`src/rtl/ddr2_init_pkg.sv`:
```
`timescale 1ns/1ps
package ddr2_init_pkg;

  typedef enum logic [3:0] {
    ST_IDLE,
    ST_PWR_WAIT,
    ST_DLL_LATCH,
    ST_DLL_WAIT,
    ST_CKE_WAIT,
    ST_PALL,
    ST_MRS,
    ST_GAP,
    ST_DONE,
    ST_BYPASS
  } seq_state_e;

  typedef enum logic [1:0] {
    CMD_NOP,
    CMD_PALL,
    CMD_MRS
  } cmd_kind_e;

  typedef struct packed {
    logic cs_n;
    logic ras_n;
    logic cas_n;
    logic we_n;
  } cmd_pins_t;

  localparam cmd_pins_t PINS_NOP  = '{cs_n: 1'b0, ras_n: 1'b1, cas_n: 1'b1, we_n: 1'b1};
  localparam cmd_pins_t PINS_PALL = '{cs_n: 1'b0, ras_n: 1'b0, cas_n: 1'b1, we_n: 1'b0};
  localparam cmd_pins_t PINS_MRS  = '{cs_n: 1'b0, ras_n: 1'b0, cas_n: 1'b0, we_n: 1'b0};

  // bit positions decoded by the memory
  localparam int unsigned ADDR_AP_BIT   = 10;
  localparam int unsigned EM1_DIC_BIT   = 1;
  localparam int unsigned EM1_RTT0_BIT  = 2;
  localparam int unsigned EM1_RTT1_BIT  = 6;
  localparam int unsigned EM1_OCD_LSB   = 7;
  localparam int unsigned OCD_W         = 3;
  localparam int unsigned ODT_W         = 2;

endpackage

```
`src/rtl/ddr2_init_timer.sv`:
```
`timescale 1ns/1ps
module ddr2_init_timer #(
  parameter int unsigned CNT_W = 16
) (
  input  logic             clk_i,
  input  logic             rst_ni,
  input  logic             load_i,
  input  logic [CNT_W-1:0] len_i,
  output logic             expired_o
);

  logic [CNT_W-1:0] cnt_q;

  // a wait of len_i cycles: len_i-1 down to 0
  always_ff @(posedge clk_i or negedge rst_ni) begin
    if (!rst_ni)                 cnt_q <= '0;
    else if (load_i)             cnt_q <= len_i - CNT_W'(1);
    else if (cnt_q != '0)        cnt_q <= cnt_q - CNT_W'(1);
  end

  assign expired_o = (cnt_q == '0);

  AST_LOAD_LEN_NONZERO: assert property (@(posedge clk_i) disable iff (!rst_ni)
    load_i |-> (len_i != '0));

endmodule

```
`src/rtl/ddr2_init_cmd_enc.sv`:
```
`timescale 1ns/1ps
module ddr2_init_cmd_enc
  import ddr2_init_pkg::*;
#(
  parameter int unsigned ROW_W = 14,
  parameter int unsigned BA_W  = 3
) (
  input  cmd_kind_e        cmd_i,
  input  logic [BA_W-1:0]  bank_i,
  input  logic             dic_i,
  input  logic [ODT_W-1:0] odt_i,
  input  logic [OCD_W-1:0] ocd_i,
  output cmd_pins_t        pins_o,
  output logic [BA_W-1:0]  ba_o,
  output logic [ROW_W-1:0] addr_o
);

  logic [ROW_W-1:0] em1_addr;

  always_comb begin
    em1_addr = '0;
    em1_addr[EM1_DIC_BIT]  = dic_i;
    em1_addr[EM1_RTT0_BIT] = odt_i[0];
    em1_addr[EM1_RTT1_BIT] = odt_i[1];
    for (int i = 0; i < int'(OCD_W); i++) begin
      em1_addr[EM1_OCD_LSB + i] = ocd_i[i];
    end
  end

  always_comb begin
    pins_o = PINS_NOP;
    ba_o   = '0;
    addr_o = '0;
    unique case (cmd_i)
      CMD_PALL: begin
        pins_o              = PINS_PALL;
        addr_o[ADDR_AP_BIT] = 1'b1;
      end
      CMD_MRS: begin
        pins_o = PINS_MRS;
        ba_o   = bank_i;
        if (bank_i == BA_W'(1)) addr_o = em1_addr;
      end
      default: ;
    endcase
  end

endmodule

```
`src/rtl/ddr2_init_seq.sv`:
```
`timescale 1ns/1ps
module ddr2_init_seq
  import ddr2_init_pkg::*;
#(
  parameter int unsigned CLK_MHZ = 50,
  parameter int unsigned STAB_US = 100,
  parameter int unsigned CKE_NS  = 400,
  parameter int unsigned CMD_GAP = 2,
  parameter int unsigned FREQ_W  = 4,
  parameter int unsigned ROW_W   = 14,
  parameter int unsigned BA_W    = 3
) (
  input  logic              clk_i,
  input  logic              rst_ni,
  input  logic              start_i,
  input  logic              backup_i,
  input  logic [FREQ_W-1:0] freq_i,
  input  logic              dic_i,
  input  logic [1:0]        odt_i,
  input  logic [2:0]        ocd_i,
  output logic              cke_o,
  output logic              dll_rst_o,
  output logic [FREQ_W-1:0] freq_o,
  output logic              cs_n_o,
  output logic              ras_n_o,
  output logic              cas_n_o,
  output logic              we_n_o,
  output logic [BA_W-1:0]   ba_o,
  output logic [ROW_W-1:0]  addr_o,
  output logic              done_o
);

  localparam int unsigned STAB_CYC = CLK_MHZ * STAB_US;
  localparam int unsigned CKE_RAW  = (CKE_NS * CLK_MHZ + 999) / 1000;
  localparam int unsigned CKE_CYC  = (CKE_RAW == 0) ? 1 : CKE_RAW;
  localparam int unsigned GAP_CYC  = (CMD_GAP < 2) ? 1 : CMD_GAP - 1;
  localparam int unsigned MAX_CYC  = (STAB_CYC > CKE_CYC) ? STAB_CYC : CKE_CYC;
  localparam int unsigned CNT_W    = $clog2(MAX_CYC + 1);
  localparam int unsigned N_CMDS   = 4; // precharge-all plus three mode writes

  seq_state_e        state_q, state_d;
  logic [2:0]        step_q, step_d;
  logic [FREQ_W-1:0] freq_q;
  logic              tmr_load;
  logic [CNT_W-1:0]  tmr_len;
  logic              tmr_expired;
  cmd_kind_e         cmd_kind;
  logic [BA_W-1:0]   mr_bank;
  cmd_pins_t         pins;
  logic              cmd_valid;

  ddr2_init_timer #(.CNT_W(CNT_W)) u_timer (
    .clk_i     (clk_i),
    .rst_ni    (rst_ni),
    .load_i    (tmr_load),
    .len_i     (tmr_len),
    .expired_o (tmr_expired)
  );

  always_comb begin
    state_d  = state_q;
    step_d   = step_q;
    tmr_load = 1'b0;
    tmr_len  = CNT_W'(STAB_CYC);
    unique case (state_q)
      ST_IDLE: if (start_i) begin
        if (backup_i) state_d = ST_BYPASS;
        else begin
          state_d  = ST_PWR_WAIT;
          tmr_load = 1'b1;
        end
      end
      ST_PWR_WAIT: if (tmr_expired) state_d = ST_DLL_LATCH;
      ST_DLL_LATCH: begin
        state_d  = ST_DLL_WAIT;
        tmr_load = 1'b1;
      end
      ST_DLL_WAIT: if (tmr_expired) begin
        state_d  = ST_CKE_WAIT;
        tmr_load = 1'b1;
        tmr_len  = CNT_W'(CKE_CYC);
      end
      ST_CKE_WAIT: if (tmr_expired) state_d = ST_PALL;
      ST_PALL, ST_MRS: begin
        state_d  = ST_GAP;
        step_d   = step_q + 3'd1;
        tmr_load = 1'b1;
        tmr_len  = CNT_W'(GAP_CYC);
      end
      ST_GAP: if (tmr_expired) begin
        state_d = (step_q == 3'(N_CMDS)) ? ST_DONE : ST_MRS;
      end
      default: ;
    endcase
  end

  always_ff @(posedge clk_i or negedge rst_ni) begin
    if (!rst_ni) begin
      state_q <= ST_IDLE;
      step_q  <= '0;
      freq_q  <= '0;
    end else begin
      state_q <= state_d;
      step_q  <= step_d;
      if (state_q == ST_DLL_LATCH) freq_q <= freq_i;
    end
  end

  // mode-register order: 2, 3, then 1
  always_comb begin
    unique case (step_q)
      3'd1:    mr_bank = BA_W'(2);
      3'd2:    mr_bank = BA_W'(3);
      default: mr_bank = BA_W'(1);
    endcase
  end

  always_comb begin
    unique case (state_q)
      ST_PALL: cmd_kind = CMD_PALL;
      ST_MRS:  cmd_kind = CMD_MRS;
      default: cmd_kind = CMD_NOP;
    endcase
  end

  ddr2_init_cmd_enc #(.ROW_W(ROW_W), .BA_W(BA_W)) u_enc (
    .cmd_i  (cmd_kind),
    .bank_i (mr_bank),
    .dic_i  (dic_i),
    .odt_i  (odt_i),
    .ocd_i  (ocd_i),
    .pins_o (pins),
    .ba_o   (ba_o),
    .addr_o (addr_o)
  );

  assign cs_n_o    = pins.cs_n;
  assign ras_n_o   = pins.ras_n;
  assign cas_n_o   = pins.cas_n;
  assign we_n_o    = pins.we_n;
  assign cmd_valid = (pins != PINS_NOP);
  assign freq_o    = freq_q;

  assign cke_o = (state_q == ST_CKE_WAIT) || (state_q == ST_PALL) ||
                 (state_q == ST_MRS) || (state_q == ST_GAP) || (state_q == ST_DONE);
  assign dll_rst_o = cke_o || (state_q == ST_DLL_WAIT);
  assign done_o    = (state_q == ST_DONE) || (state_q == ST_BYPASS);

  AST_DLL_BEFORE_CKE: assert property (@(posedge clk_i) disable iff (!rst_ni)
    cke_o |-> dll_rst_o);
  AST_CKE_STICKY: assert property (@(posedge clk_i) disable iff (!rst_ni)
    cke_o |=> cke_o);
  AST_CMD_NEEDS_CKE: assert property (@(posedge clk_i) disable iff (!rst_ni)
    cmd_valid |-> cke_o);
  AST_MRS_BANK_NONZERO: assert property (@(posedge clk_i) disable iff (!rst_ni)
    (cmd_kind == CMD_MRS) |-> (ba_o != '0));
  AST_CMD_SPACING: assert property (@(posedge clk_i) disable iff (!rst_ni)
    cmd_valid |=> !cmd_valid);
  AST_DONE_STICKY: assert property (@(posedge clk_i) disable iff (!rst_ni)
    done_o |=> done_o);
  AST_BYPASS_SILENT: assert property (@(posedge clk_i) disable iff (!rst_ni)
    (done_o && !cke_o) |-> (!cmd_valid && !dll_rst_o));

endmodule

```
`config.mk`:
```
export PLATFORM = sky130hd
export DESIGN_NAME = ddr2_init_seq
export DESIGN_NICKNAME = d
export VERILOG_FILES = /design/src/rtl/ddr2_init_pkg.sv /design/src/rtl/ddr2_init_timer.sv /design/src/rtl/ddr2_init_cmd_enc.sv /design/src/rtl/ddr2_init_seq.sv
export SDC_FILE = /design/constraint.sdc
export NUM_CORES = 1
export LEC_CHECK = 0
export CAP_MARGIN = 25
export CORE_ASPECT_RATIO = 1.4
export CORE_MARGIN = 3
export CORE_UTILIZATION = 50
export DETAILED_ROUTE_END_ITERATION = 6
export DONT_BUFFER_PORTS = 1
export PLACE_DENSITY = 0.75
export SLEW_MARGIN = 30
export SYNTH_ARGS = -nofsm -noshare
export SYNTH_HDL_FRONTEND = slang
export SYNTH_HIERARCHICAL = 1
export SYNTH_SLANG_ARGS = --single-unit
```
`constraint.sdc`:
```
create_clock -name clk_i -period 3.85 [get_ports clk_i]
set_clock_uncertainty 0.15 [all_clocks]
set_input_delay 0.385 -clock clk_i [delete_from_list [all_inputs] [get_ports clk_i]]
set_output_delay 0.385 -clock clk_i [all_outputs]
set_load 0.1 [all_outputs]
```
==> reports/results.tsv <==
stage	metric	value	unit
setup_path	worstSetupEndpointType	register	
synth	yosys-top-cells-count	dfrtp_1 (24), buf_4 (12), nor2_1 (10), xor2_1 (10), nor3_1 (9)	
synth	ys_seq_elements	24	
setup_path	cp-endpoint	u_timer/cnt_q[9]$_DFFE_PN0P_	
die	pin_count	42	
layout	post-route-util	57.6	%
route	routed_wl	3.64	mm
run_status	status	finished clean	
synth	ys_types	58	
route	vias	1432	
grt	grt_pass1_vias	1398	
sta	fmax	0.285	GHz
clock_tree	path_clk_slew	80	ps
setup_path	crit_top_cell	o41ai_2	
clock_tree	htreeDepth	1	
sta	slew-limit-headroom	36.2	%
die	core_region_area	3710	um2
synth	synth_edf_count	0	
hold_path	min_path_type	in2reg	
clock_tree	cts.sinks	24	
setup_path	path_buf_inv	2	
die	die_w	58.9	um
route	detail_route.wl_per_cell	14.3	um
setup_path	cp-startpoint	u_timer/cnt_q[8]$_DFFE_PN0P_	
placement	gp_congestion	0.812	
placement	hpwlAfterDp	2.72	mm
die	rows	26	
setup_path	worstPathCellList	nor3_1 -> nand4_1 -> inv_1 -> nand3b_1 -> a311o_1 -> o41ai_2 -> buf_4 -> mux2_2 -> o21bai_1 -> o41ai_2 -> nor3b_1	
synth	yosys_warnings	6	
sta	slew_violations	0	
clock_tree	clk_latency	270	ps
synth	syn_area_per_cell	9.74	um2
pwr	vdd_ir_drop_max	0.279	mV
synth	synth.top_cell.area_share	30.7	%
synth	ys_top_cells_by_area	dfrtp_1 (31%), ha_1 (5.1%), buf_4 (4.6%)	
flow_run	drv_cap	0	
layout	synthToLayoutAreaGrowth	9.07	%
synth	yosys.area.top_type	dfrtp_1	
setup_path	critPathTopFamily	compound AO/OA/AOI/OAI gates	
setup_path	reg2reg_depth	11	
pwr	total_power	0.935	mW
synth	syn_area	1960	um2
clock_tree	clockBufferDepth	2	
synth	seq_area_frac_synth	30.7	%
die	die_h	80.0	um
layout	fill_cells	326	
sta	worst_slew_pin_slew	959	ps
grt	grt-ovfl-total	0	
clock_tree	tritoncts	done	
sta	hold_viol_final	0	
hold_path	min-delay-start	freq_i[1]	
clock_tree	root_buffer	clkbuf_8	
layout	layout-drive-gt1-share	21.6	%
layout	n_antenna_cell	0	
sta	setup_viol	0	
synth	async_flop_share	100	%
setup_path	cp.arrival	3550	ps
sta	finalSetupTns	0	ps
pwr	p_leak	0.864	nW
grt	grt_max_degree	27	
route	avgViaCountPerCell	5.62	
layout	multiInputGateArea	1280	um2
clock_tree	cts_made_buffers	3	
route	postRouteAntennaNets	0	
grt	grt_pass1_wl	6.27	mm
setup_path	cp.required	3890	ps
grt	antenna_found_initial	0	
route	drt_iter0_drc	55	
layout	fin_nets	236	
setup_path	cp.depth	11	
die	start_util	52.8	%
grt	grt.total_usage	17.0	%
setup_path	critPathKind	reg2reg	
setup_path	r2r_end	u_timer/cnt_q[9]$_DFFE_PN0P_	
route	first_pass_iters	4	
setup_path	cp_slowest_cell	dfrtp_1	
sta	period_needed	3510	ps
die	dieArea	4710	um2
sta	rsz0062_at_grt	no	
synth	synthCells	201	
clock_tree	cts_setup_buffers	0	
placement	portBuffers	0	
synth	synth.most_common_cell	dfrtp_1	
setup_path	crit_path_start_kind	register	
sta	period_share	91.3	%
hold_path	holdPathStages	1	
setup_path	r2r_setup_slack	340	ps
pwr	powerDensity	438	nW/um2
synth	synth_ff_type	dfrtp_1	
layout	regArea	601	um2
setup_path	cpPeakStageDelay	410	ps
setup_path	reg2reg_from	u_timer/cnt_q[8]$_DFFE_PN0P_	
setup_path	cp_max_fo	26	
route	drc	0	
area by class of cell:
cell class	instances	area share [%]
clock buffer	4	2.58
multi-input combinational	167	60.0
tap	42	2.46
timing repair buffer	9	5.27
inverter	9	1.58
sequential	24	28.1
layer usage:
metal / wire length [um] / share of wire [%] / GRT usage (%) / vias to the layer above
met5: 0 / 0 / 0 / -
li1: - / - / - / 715
met3: 112 / 3.1 / 2.59 / 7
met2: 1910 / 52 / 29.3 / 23
met4: 81 / 2.2 / 8.62 / 0
met1: 1540 / 42 / 19.8 / 687
power breakdown:
group          internal, mW  switching [mW]  total (mW)
clock                0.0914          0.0808       0.172
sequential            0.318          0.0791       0.397
combinational         0.156           0.210       0.366
total                 0.566           0.370       0.935
how the worst min path moves through the flow:
| stage | endpoint |
|---|---|
| 2_1_floorplan | freq_o[0]$_DFFE_PN0P_ |
| 3_3_place_gp | freq_o[2]$_DFFE_PN0P_ |
| 3_5_place_dp | freq_o[2]$_DFFE_PN0P_ |
| 4_1_cts | freq_o[1]$_DFFE_PN0P_ |
| 5_1_grt | freq_o[2]$_DFFE_PN0P_ |
| 6_report | freq_o[1]$_DFFE_PN0P_ |
state kept, by name (all words and copies together) (netlist names):
name / flops
freq_o: 4
step_q: 3
u_timer/cnt_q: 13
state_q: 4
layout by cell type (no fill, tap or decap), types with 2 or more instances in the layout:
cell      netlist  routed
dfrtp_1        24      24
conb_1          2      20
nor2_1         10      10
xor2_1         10      10
nor3_1          9       9
inv_1           8       8
mux2i_1         8       8
a21oi_1         7       7
ha_1            8       7
and2_2          7       7
nand2_1         6       6
o21ai_0         7       6
o22ai_1         6       6
mux2_2          5       5
buf_4          12       5
nor3b_1         6       5
nand2b_1        4       4
nor2b_1         4       4
clkbuf_8        0       4
or4_1           4       4
nand3b_1        3       3
nand3_1         3       3
and2_1          3       3
o41ai_2         1       2
or4b_1          2       2
mux2_1          2       2
xnor2_1         2       2
buf_12          0       2
nor4b_1         3       2
nor4b_2         1       2
through the flow:
stage	hold WS [ps]	cells	setup slack [ps]	area, um2
2_1_floorplan	-60.6	219	32.8	2030
3_3_place_gp	-60.1	249	490	2040
3_5_place_dp	-60.1	249	390	2040
4_1_cts	109	255	391	2130
5_1_grt	97.6	255	10.8	2140
6_report	111	255	336	2140
what timing repair did:
action,4_1_cts,5_1_grt
setup endpoints to repair,0,1
resized for setup,0,1
hold endpoints to repair,24,0
hold buffers,2,0
cell families (layout without fill, tap and decap cells):
| group | after synthesis | after routing | synth area share [%] |
|---|---|---|---|
| AND/OR/NAND/NOR | 76 | 76 | 27.0 |
| XOR/XNOR | 12 | 12 | 5.37 |
| flip-flops | 24 | 24 | 30.7 |
| other | 2 | 20 | 0.384 |
| multiplexers | 16 | 16 | 8.88 |
| adder cells (fa/ha/maj) | 8 | 8 | 5.11 |
| AO/OA/AOI/OAI | 35 | 35 | 13.6 |
| buffers and inverters | 28 | 22 | 9.01 |
(Power assumes the default switching activity.)
